==> src/rtl/sa_cache_pkg.sv <==
package sa_cache_pkg;

    typedef enum logic [1:0] {
        ST_LOOKUP = 2'd0,
        ST_WRBACK = 2'd1,
        ST_FILL   = 2'd2
    } cache_state_e;

    function automatic int way_bits(input int ways);
        return (ways > 1) ? $clog2(ways) : 1;
    endfunction

endpackage

==> src/rtl/sa_tag_match.sv <==
module sa_tag_match #(
    parameter int WAYS  = 2,
    parameter int TAG_W = 4
) (
    input  logic [WAYS-1:0][TAG_W-1:0] way_tags,
    input  logic [WAYS-1:0]            way_valid,
    input  logic [TAG_W-1:0]           look_tag,
    output logic [WAYS-1:0]            hit_vec,
    output logic                       hit,
    output logic [sa_cache_pkg::way_bits(WAYS)-1:0] hit_way
);
    localparam int WAY_W = sa_cache_pkg::way_bits(WAYS);

    for (genvar g = 0; g < WAYS; g++) begin : g_cmp
        assign hit_vec[g] = way_valid[g] && (way_tags[g] == look_tag);
    end

    assign hit = |hit_vec;

    always_comb begin
        hit_way = '0;
        for (int w = WAYS - 1; w >= 0; w--) begin
            if (hit_vec[w]) hit_way = WAY_W'(w);
        end
    end
endmodule

==> src/rtl/sa_lru.sv <==
module sa_lru #(
    parameter int WAYS  = 2,
    parameter int SET_W = 2
) (
    input  logic                   clk,
    input  logic                   rst,
    input  logic                   touch_en,
    input  logic [SET_W-1:0]       touch_set,
    input  logic [sa_cache_pkg::way_bits(WAYS)-1:0] touch_way,
    input  logic [SET_W-1:0]       look_set,
    input  logic [WAYS-1:0]        look_valid,
    output logic [sa_cache_pkg::way_bits(WAYS)-1:0] victim_way
);
    localparam int WAY_W = sa_cache_pkg::way_bits(WAYS);
    localparam int SETS  = 1 << SET_W;

    // age 0 = most recent, WAYS-1 = oldest; ages in a set form a permutation
    logic [WAY_W-1:0] age_q [SETS][WAYS];

    always_ff @(posedge clk) begin
        if (rst) begin
            for (int s = 0; s < SETS; s++)
                for (int w = 0; w < WAYS; w++)
                    age_q[s][w] <= WAY_W'(w);
        end else if (touch_en) begin
            for (int w = 0; w < WAYS; w++) begin
                if (WAY_W'(w) == touch_way)
                    age_q[touch_set][w] <= '0;
                else if (age_q[touch_set][w] < age_q[touch_set][touch_way])
                    age_q[touch_set][w] <= age_q[touch_set][w] + 1'b1;
            end
        end
    end

    always_comb begin
        logic found;
        found      = 1'b0;
        victim_way = '0;
        for (int w = 0; w < WAYS; w++) begin
            if (!look_valid[w] && !found) begin
                victim_way = WAY_W'(w);
                found      = 1'b1;
            end
        end
        if (!found) begin
            for (int w = 0; w < WAYS; w++) begin
                if (age_q[look_set][w] == WAY_W'(WAYS - 1)) victim_way = WAY_W'(w);
            end
        end
    end
endmodule

==> src/rtl/sa_cache.sv <==
module sa_cache #(
    parameter int ADDR_W = 6,
    parameter int SET_W  = 2,
    parameter int WAYS   = 2,
    parameter int DATA_W = 32
) (
    input  logic              clk,
    input  logic              rst,
    input  logic              proc_req,
    input  logic              proc_we,
    input  logic [ADDR_W-1:0] proc_addr,
    input  logic [DATA_W-1:0] proc_wdata,
    output logic [DATA_W-1:0] proc_rdata,
    output logic              proc_stall,
    output logic              mem_req,
    output logic              mem_we,
    output logic [ADDR_W-1:0] mem_addr,
    output logic [DATA_W-1:0] mem_wdata,
    input  logic [DATA_W-1:0] mem_rdata,
    input  logic              mem_ack
);
    import sa_cache_pkg::*;

    localparam int SETS  = 1 << SET_W;
    localparam int TAG_W = ADDR_W - SET_W;
    localparam int WAY_W = way_bits(WAYS);

    cache_state_e state_q;

    logic [WAYS-1:0]   valid_q [SETS];
    logic [WAYS-1:0]   dirty_q [SETS];
    logic [TAG_W-1:0]  tag_q   [SETS][WAYS];
    logic [DATA_W-1:0] data_q  [SETS][WAYS];
    logic [WAY_W-1:0]  victim_q;

    logic [SET_W-1:0]              set_idx;
    logic [TAG_W-1:0]              req_tag;
    logic [WAYS-1:0][TAG_W-1:0]    lk_tags;
    logic [WAYS-1:0]               lk_valid;
    logic [WAYS-1:0]               hit_vec;
    logic                          hit;
    logic [WAY_W-1:0]              hit_way;
    logic [WAY_W-1:0]              vic_way;
    logic                          in_lookup;
    logic                          hit_go;
    logic                          fill_done;

    assign set_idx   = proc_addr[SET_W-1:0];
    assign req_tag   = proc_addr[ADDR_W-1:SET_W];
    assign lk_valid  = valid_q[set_idx];
    assign in_lookup = (state_q == ST_LOOKUP);
    assign hit_go    = in_lookup && proc_req && hit;
    assign fill_done = (state_q == ST_FILL) && mem_ack;

    for (genvar g = 0; g < WAYS; g++) begin : g_rd
        assign lk_tags[g] = tag_q[set_idx][g];
    end

    sa_tag_match #(.WAYS(WAYS), .TAG_W(TAG_W)) u_match (
        .way_tags  (lk_tags),
        .way_valid (lk_valid),
        .look_tag  (req_tag),
        .hit_vec   (hit_vec),
        .hit       (hit),
        .hit_way   (hit_way)
    );

    sa_lru #(.WAYS(WAYS), .SET_W(SET_W)) u_lru (
        .clk        (clk),
        .rst        (rst),
        .touch_en   (hit_go || fill_done),
        .touch_set  (set_idx),
        .touch_way  (fill_done ? victim_q : hit_way),
        .look_set   (set_idx),
        .look_valid (lk_valid),
        .victim_way (vic_way)
    );

    // control and status bits
    always_ff @(posedge clk) begin
        if (rst) begin
            state_q  <= ST_LOOKUP;
            victim_q <= '0;
            for (int s = 0; s < SETS; s++) begin
                valid_q[s] <= '0;
                dirty_q[s] <= '0;
            end
        end else begin
            case (state_q)
                ST_LOOKUP: begin
                    if (proc_req && !hit) begin
                        victim_q <= vic_way;
                        state_q  <= (lk_valid[vic_way] && dirty_q[set_idx][vic_way])
                                    ? ST_WRBACK : ST_FILL;
                    end else if (hit_go && proc_we) begin
                        dirty_q[set_idx][hit_way] <= 1'b1;
                    end
                end
                ST_WRBACK: if (mem_ack) state_q <= ST_FILL;
                ST_FILL: begin
                    if (mem_ack) begin
                        valid_q[set_idx][victim_q] <= 1'b1;
                        dirty_q[set_idx][victim_q] <= 1'b0;
                        state_q <= ST_LOOKUP;
                    end
                end
                default: state_q <= ST_LOOKUP;
            endcase
        end
    end

    // tag and data storage
    always_ff @(posedge clk) begin
        if (fill_done) begin
            tag_q[set_idx][victim_q]  <= req_tag;
            data_q[set_idx][victim_q] <= mem_rdata;
        end else if (hit_go && proc_we) begin
            data_q[set_idx][hit_way] <= proc_wdata;
        end
    end

    assign proc_rdata = data_q[set_idx][hit_way];
    assign proc_stall = !in_lookup || (proc_req && !hit);
    assign mem_req    = !in_lookup;
    assign mem_we     = (state_q == ST_WRBACK);
    assign mem_addr   = mem_we ? {tag_q[set_idx][victim_q], set_idx} : proc_addr;
    assign mem_wdata  = data_q[set_idx][victim_q];
endmodule

==> config.mk <==
export PLATFORM = sky130hd
export DESIGN_NAME = sa_cache
export DESIGN_NICKNAME = d
export VERILOG_FILES = /design/src/rtl/sa_cache_pkg.sv /design/src/rtl/sa_tag_match.sv /design/src/rtl/sa_lru.sv /design/src/rtl/sa_cache.sv
export SDC_FILE = /design/constraint.sdc
export NUM_CORES = 1
export LEC_CHECK = 0
export ABC_AREA = 1
export BUFFER_PORTS_ARGS = -buffer_cell sky130_fd_sc_hd__buf_2
export CAP_MARGIN = 20
export CORE_ASPECT_RATIO = 1.25
export CORE_MARGIN = 8
export CORE_UTILIZATION = 59
export DETAILED_ROUTE_END_ITERATION = 7
export PLACE_DENSITY_LB_ADDON = 0.2
export SLEW_MARGIN = 20
export SYNTH_ARGS = -nofsm -noshare
export SYNTH_HDL_FRONTEND = slang
export SYNTH_SLANG_ARGS = --single-unit
==> constraint.sdc <==
create_clock -name clk -period 4.6 [get_ports clk]
set_input_delay 0.23 -clock clk [delete_from_list [all_inputs] [get_ports clk]]
set_output_delay 0.23 -clock clk [all_outputs]
set_load 0.005 [all_outputs]
==> run metrics, run 1 <==
status=completed; worst hold path class=primary input to flip-flop; Reg clk slew, reported paths=about 0.06 ns; DP HPWL=between 20000 and 25000 um; post-synthesis mux area share=0; Port Buffer Count=147; Rel. slew slack=0.3889; synth top area cells=edfxtp_1, nand2_1, o21ai_0; hold path depth=3; type of origin of the critical path=primary input; clk sinks=approximately 320; min cycle time layout=~3.3 ns; Initial DRC Count=about 740; Post-Layout Cell Count=~1600; hold buffer count at cts=2; grt peak-use layer=met2; Worst Hold Path EP=data_q[2][15]$_DFFE_PP_; DRT antenna net count=0; Fin. Hold Viols=0; RD Place Congestion=between 0.8 and 0.9; Rows=62; met3 Use GR=0.03606; Post-synth EDFFs=between 300 and 400; Post-Synth Simple-Gate Area=0.1272; Crit path arrival time=3.45 ns; largest net degree at the start of global routing=69; reg2reg path depth=15; Final Cell Area=roughly 16000 sq um; measured slew at the worst slew-check pin=between 0.9 and 1 ns; clock latency on the worst-skew pair=0.53 ns; Core Region=approximately 23000 sq um; Mapped Cells=1167; Inst Count DP=roughly 1500; Die Area=~28000 sq um; Yosys top cell by area=edfxtp_1; vias in the first global route=9719; crit path kind=primary input to flip-flop; number of fill cells=~1600; capturing element type of the critical path=flip-flop; postcts setup bufs=0; sequential area share after synthesis=0.6869; Distinct cells, synth=32; Top cell by count, worst path=nand2_1; worst-path cell chain=buf_2 > nand2_2 > buf_4 > inv_2 > nand2_1 > nand4_1 > nand2_1 > nor2_1 > nand2_1 > nand3_2 > buf_4 > nand3_4 > nand2_1 > inv_1 > nor2_4 > buf_4; Peak VDD IR=~0.36 mV; area grow syn2layout=14.00%; post-synthesis compound-gate area fraction=0.1339; clk buf depth=3; Async SR Flop Fraction=0; RSZ-0062 raised after global routing=false; min-delay src=mem_rdata[15]; First-pass DRT Iterations=7; Post-Synth XOR/XNOR Area=0; main combinational cell family by area after synthesis=compound AO/OA/AOI/OAI gates; Max Cap Viol=0; Post-Syn Area=roughly 14000 sq um; final worst path period share=0.7065; antenna cells=0; FF+latch count, synth=between 300 and 400; Slew Limit Fails=0; CP Max Fanout=38; initial antenna violation count=0; post-cts resize count=0; Post-Route WL=between 30000 and 40000 um; first-pass GRT wire length=51540 um; root buf cell=clkbuf_16; Die Ht=between 150 and 200 um; Synth Area per Inst=approximately 12 sq um; area of placed instances=roughly 15000 sq um; fin nets=between 1000 and 1500; Leak=0.006131 uW; setup ws final=~1.3 ns; DIE WIDTH=between 150 and 200 um; Worst Path Buf+Inv=6; pwr/cell area=a little under 400 nW/um^2; top cells by count, synth=nand2_1, edfxtp_1, o21ai_0; share of cells above drive strength 1=0.1980; CTS tree=built; met1 Usage GRT=0.2773; GRT Total Usage=0.2256; WL/cell=20.13 um; Top FF cell, synth=edfxtp_1; Post-Syn Nets=~1200; crit path max-delay cell type=buf_2; pre-CTS setup slack=0.8279 ns; reg-to-reg endpoint=data_q[1][54]$_DFFE_PP_; via count=9489; adder-cell area share of the yosys netlist=0; cell with the most instances after synthesis=nand2_1; YS warnings=0; Via density=just under 6; initial core utilization=0.5992; TNS Setup=0 ns; cts bufs inserted=29; fmax=307.7 MHz; slowest stage delay, CP=about 0.39 ns; clock skew=between 0.01 and 0.015 ns; share of the synthesized area in the top cell type=0.6810; met2 usage=0.3995; drt drc=0; H-tree depth=1; Required @ worst endpoint=4.80 ns; Reg2Reg Setup Slack=roughly 1.5 ns; Final Setup Violations=0; num ports=roughly 150; delay-heaviest family, CP=buffers and inverters; total gr overflow=0; FF-to-FF Start=tag_q[1][4]$_DFFE_PP_
==> power by group <==
group,internal (uW),switching (uW),total [uW]
registers,3190,10.9,3200
logic,178,352,530
clock network,1490,994,2490
==> per-layer routing <==
metal / vias up / wire length, um / part of all wire
met5: - / 0 / 0
met4: 0 / 845 / 0.026
met3: 65 / 2000 / 0.062
met2: 348 / 16480 / 0.51
met1: 4619 / 12900 / 0.40
li1: 4457 / - / -
==> placed cells by master (no fill, tap or decap), drive strengths merged <==
cell type    synthesis  final
nand2              322    322
edfxtp             311    311
buf                 30    165
o21ai              152    152
inv                 79     78
nor2                56     56
a221oi              50     50
a22o                41     41
nand3               39     39
clkbuf              43     36
a22oi               13     13
clkinv               1     12
o22ai                9      9
a21oi                7      7
nand4                7      7
bufinv               0      6
dfxtp                4      4
dlygate4sd3          0      2
o211ai               1      1
or2                  1      1
a31oi                1      1
==> sequential cells by signal (all words and copies together), names as in the netlist <==
| register | flops |
|---|---|
| dirty_q | 8 |
| victim_q | 1 |
| valid_q | 8 |
| data_q | 256 |
| u_lru.age_q | 8 |
| state_q | 2 |
| tag_q | 32 |
==> kinds of logic (layout without fill, tap and decap cells) <==
kind of cell,count (synthesis),in the layout
simple gates,425,425
compound gates,274,274
buf+inv,153,299
flops,315,315
==> through the flow <==
stage	utilization	power, uW	hold slack [ns]
6_report	0.6831	6222	0.04652
5_1_grt	0.6831	6425	0.05266
2_1_floorplan	-	3578	0.3289
4_1_cts	0.6831	6239	0.03465
3_3_place_gp	0.6392	3780	0.4915
3_5_place_dp	0.6392	3794	0.4800
==> worst max path at each step <==
stage / from / to / cells after the start
6_report: proc_addr[0] / data_q[1][54]$_DFFE_PP_ / 16
5_1_grt: proc_addr[0] / data_q[1][56]$_DFFE_PP_ / 16
4_1_cts: proc_addr[0] / data_q[1][54]$_DFFE_PP_ / 16
3_5_place_dp: proc_addr[0] / data_q[1][54]$_DFFE_PP_ / 16
3_3_place_gp: proc_addr[0] / data_q[1][54]$_DFFE_PP_ / 16
2_1_floorplan: proc_addr[1] / data_q[0][0]$_DFFE_PP_ / 18
==> final cells by class <==
class | instances | area [sq um] | share of cell area
Clock inverter | 16 | 231.5 | 0.01481
Sequential cell | 315 | 9419 | 0.6025
Inverter | 80 | 306.5 | 0.01961
Tap cell | 288 | 360.3 | 0.02305
Clock buffer | 36 | 752.0 | 0.04810
Multi-Input combinational cell | 699 | 3647 | 0.2333
Timing Repair Buffer | 167 | 915.9 | 0.05859
==> tightest hold or removal path, stage by stage <==
cell and delay [ns]:
buf_2 0.09, nand2_1 0.06, o21ai_2 0.08
Power figures use the tool's default switching activity.
==> run 2, diff against run 1 <==
CORE_UTILIZATION = 53   (was 59)
clock period = 2.9 ns   (was 4.6 ns; I/O delays follow)
==> run metrics, run 2 (synthesis results as in run 1) <==
clk sinks=between 300 and 400; first-pass GRT wire length=between 50000 and 60000 um; antenna cells=0; Die Ht=between 150 and 200 um; Post-Route WL=roughly 33000 um; Die Area=about 31000 sq um; DIE WIDTH=159.9 um; Reg clk slew, reported paths=approximately 0.06 ns; Rel. slew slack=0.4880; H-tree depth=1; min-delay src=mem_rdata[24]; Via density=between 5 and 6; clock skew=around 0.013 ns; hold_ws=0.007026 ns; CP Launch Point=tag_q[1][5]$_DFFE_PP_; initial antenna violation count=0; Fin. Hold Viols=0; Port Buffer Count=around 150; RSZ-0062 raised after global routing=false; setup ws final=between 0.2 and 0.3 ns; slowest stage delay, CP=~0.4 ns; reg2reg path depth=16; commonest non-fill, non-tap cells in the layout=nand2_1, edfxtp_1, buf_2, o21ai_0, inv_1; largest net degree at the start of global routing=50; final core occ=0.6264; initial core utilization=0.5322; TNS Setup=0 ns; crit path kind=flip-flop to primary output; Initial DRC Count=roughly 680; GRT Total Usage=0.2064; area grow syn2layout=17.69%; total gr overflow=0; via count=roughly 9500; type of origin of the critical path=flip-flop; DRT antenna net count=0; Top cell by count, worst path=nand2_1; most common library cell in the layout ignoring fill and taps=nand2_1; Core Region=around 26000 sq um; Crit path arrival time=roughly 2.5 ns; num ports=148; Peak VDD IR=about 0.48 mV; Stages on worst setup path=14; pwr/cell area=roughly 610 nW/um^2; worst hold path class=primary input to flip-flop; fmax=381.4 MHz; hold path depth=3; max reg flops=between 200 and 300; drt drc=0; CTS tree=built; Biggest register=data_q; Slew Limit Fails=0; CP Max Fanout=34; Worst Path Buf+Inv=3; worst-path cell chain=nand2_1 > nand2_1 > nand2_1 > nand2_1 > nand2_1 > nand3_1 > nor2_1 > nand2_1 > nand3_2 > buf_4 > buf_8 > nand2_1 > o21ai_0 > buf_2; clock latency on the worst-skew pair=~0.55 ns; WL/cell=between 15 and 20 um; cts bufs inserted=30; Leak=about 0.0063 uW; crit path max-delay cell type=edfxtp_1; First-pass DRT Iterations=7; status=completed; clk buf depth=3; final worst path period share=0.9040; Required @ worst endpoint=2.76 ns; biggest regs=data_q x256, tag_q x32; root buf cell=clkbuf_16; Rows=66; total power draw=9790 uW; met1 WL=13100 um; fin nets=around 1400; FF-to-FF Start=tag_q[1][5]$_DFFE_PP_; share of cells above drive strength 1=0.2137; delay-heaviest family, CP=simple AND/OR/NAND/NOR gates; wire length on met2=17210 um; Final Setup Violations=0; capturing element type of the critical path=primary output; met3 wire length=approximately 1700 um; DP HPWL=21730 um; Max Cap Viol=0; measured slew at the worst slew-check pin=~0.77 ns; RD Place Congestion=between 0.8 and 0.9; min cycle time layout=2.622 ns; vias in the first global route=between 9000 and 10000; pre-CTS setup slack=around 0.14 ns; DR top layer=met4
==> run 2: power breakdown <==
| part | switching [uW] | total (uW) | internal, uW |
|---|---|---|---|
| Clock | 1620 | 3830 | 2210 |
| Sequential | 18.1 | 5080 | 5070 |
| Combinational | 559 | 877 | 318 |
| Total | 2200 | 9790 | 7590 |
==> run 2: cell type report <==
type	count	area, sq um
clock buffer	32	779.5
clock inverter	22	193.9
fill	2045	9625
inverter	80	305.3
multi-input combinational	699	3647
sequential	315	9419
tap	340	425.4
timing repair buffer	209	1369
==> run 2: path summary, 6_finish.rpt <==
path / to / slack, ns
min: data_q[2][56]$_DFFE_PP_ / 0.007
min reg2reg: u_lru.age_q[2][0]$_DFF_P_ / 0.54
max reg2reg: data_q[1][5]$_DFFE_PP_ / 0.37
max: proc_rdata[10] / 0.28
==> run 2: worst min-delay path, stage by stage <==
cell     delay, ns
buf_2         0.09
nand2_1       0.04
o21ai_1       0.13
==> run 2: routing by layer <==
layer	vias up	global-route usage
met3	52	0.02537
li1	4529	-
met2	297	0.3777
met1	4658	0.2513
met5	-	0
met4	0	0.06172
==> run 2: metrics by stage <==
stage,cell area [sq um],std cells
after CTS,16130,1697
after detailed placement,14970,1624
final,16140,1697
after floorplan,13710,1167
after global routing,16140,1697
after global placement,14970,1624
==> run 2: what timing repair did <==
| action | CTS | global route |
|---|---|---|
| hold buffers | 19 | 0 |
| endpoints found under the hold margin | 126 | 0 |
| buffers inserted | 0 | 0 |
| gates resized for setup | 0 | 2 |
| setup endpoints to repair | 0 | 17 |
==> run 3, diff against run 2 <==
MAX_ROUTING_LAYER = met4   (was default)
==> run metrics, run 3 (synthesis results as in run 1) <==
status=completed; antenna cells=0; hold path depth=3; clk buf depth=3; largest net degree at the start of global routing=50; WL/cell=just under 20 um; H-tree depth=1; max reg flops=~260; Peak VDD IR=around 0.48 mV; final worst path period share=0.8992; Die Ht=approximately 200 um; root buf cell=clkbuf_16; initial antenna violation count=0; wire length on met2=17060 um; Leak=around 0.0063 uW; DR top layer=met4; DRT antenna net count=0; Crit path arrival time=approximately 2.5 ns; Rel. slew slack=0.4904; final core occ=0.6264; total power draw=about 10000 uW; Biggest register=data_q; met3 wire length=1660 um; vias in the first global route=~9500; first-pass GRT wire length=51320 um; fmax=383.5 MHz; met1 WL=roughly 13000 um; First-pass DRT Iterations=7; worst hold path class=primary input to flip-flop; clk sinks=between 300 and 400; Inst Count DP=~1600; Post-Layout Cell Count=~1700; pwr/cell area=approximately 600 nW/um^2; clock latency on the worst-skew pair=between 0.5 and 0.6 ns; Rows=66; Post-Route WL=32700 um; min cycle time layout=2.608 ns; most common library cell in the layout ignoring fill and taps=nand2_1; TNS Setup=0 ns; RSZ-0062 raised after global routing=false; commonest non-fill, non-tap cells in the layout=nand2_1, edfxtp_1, buf_2, o21ai_0, inv_1; CTS tree=built; clock skew=around 0.014 ns; CP Max Fanout=34; area grow syn2layout=17.69%; Core Region=25760 sq um; initial core utilization=0.5322; RD Place Congestion=~0.84; drt drc=0; num ports=around 150; biggest regs=data_q x256, tag_q x32; Required @ worst endpoint=between 2 and 3 ns; fin nets=1410; measured slew at the worst slew-check pin=roughly 0.76 ns; via count=9540; reg2reg path depth=16; GRT Total Usage=0.2124; share of cells above drive strength 1=0.2137; capturing element type of the critical path=primary output; Initial DRC Count=620; Slew Limit Fails=0; Via density=between 5 and 6; Final Setup Violations=0; Die Area=31310 sq um; Fin. Hold Viols=0; Reg clk slew, reported paths=roughly 0.06 ns; crit path kind=flip-flop to primary output; postcts setup bufs=0; Max Cap Viol=0; total gr overflow=0; Port Buffer Count=about 150; DP HPWL=~22000 um; type of origin of the critical path=flip-flop; cts bufs inserted=30; DIE WIDTH=around 160 um
run 3: cell counts in the layout (fill, tap and decap cells not counted):
Identical to the previous run, type by type.
run 3: critical path, stage by stage, from the launching register on:
cell and delay [ns]:
edfxtp_1 0.36, nand2_1 0.07, o21ai_0 0.08, nand2_1 0.11, nand2_1 0.09, nand2_1 0.07
nand2_1 0.05, nor2_1 0.15, nand2_1 0.13, nand3_2 0.11, buf_4 0.16, buf_8 0.23
nand2_1 0.07, o21ai_0 0.09, buf_2 0.14
run 3: worst paths after layout:
check,start,endpoint,slack [ns]
worst min register to register,u_lru.age_q[2][0]$_DFF_P_,u_lru.age_q[2][0]$_DFF_P_,0.54
worst max-delay path,tag_q[1][4]$_DFFE_PP_,proc_rdata[10],0.29
worst min-delay path,mem_rdata[24],data_q[2][56]$_DFFE_PP_,0.01
worst max register to register,tag_q[1][4]$_DFFE_PP_,data_q[3][7]$_DFFE_PP_,0.38
run 3: final cells by class:
cell class              instances  area, sq um
fillers                      2045         9625
flip-flops and latches        315         9419
multi-input cells             699         3647
repair buffers                209         1369
clock buffers                  32        779.5
well taps                     340        425.4
inverters                      80        305.3
clock inverters                22        193.9
run 3: where the power goes:
part / leakage [uW] / switching (uW) / total [uW] / internal, uW
clock network: 0.000477 / 1620 / 3830 / 2210
registers: 0.00285 / 17.7 / 5080 / 5070
logic: 0.00301 / 559 / 878 / 318
total: 0.00634 / 2200 / 9790 / 7590
run 3: per-stage QoR:
stage | setup WS, ns | instance area [sq um] | hold WS [ns]
4_1_cts | 0.1739 | 16130 | 0.002312
3_5_place_dp | 0.1353 | 14970 | 0.4453
2_1_floorplan | -0.4473 | 13710 | 0.2439
3_3_place_gp | 0.2210 | 14970 | 0.4406
6_report | 0.2923 | 16140 | 0.01243
5_1_grt | 0.04089 | 16140 | 0.02862
run 3: repair_timing:
| action | in CTS | in global routing |
|---|---|---|
| hold endpoints to repair | 126 | 0 |
| hold buffers | 19 | 0 |
| resized for setup | 0 | 2 |
| endpoints found under the setup margin | 0 | 17 |
run 3: metal layers:
metal | global-route usage | up-vias
met5 | - | -
met4 | 0.06172 | 0
met3 | 0.02307 | 56
met2 | 0.3785 | 308
met1 | 0.2520 | 4648
li1 | - | 4528
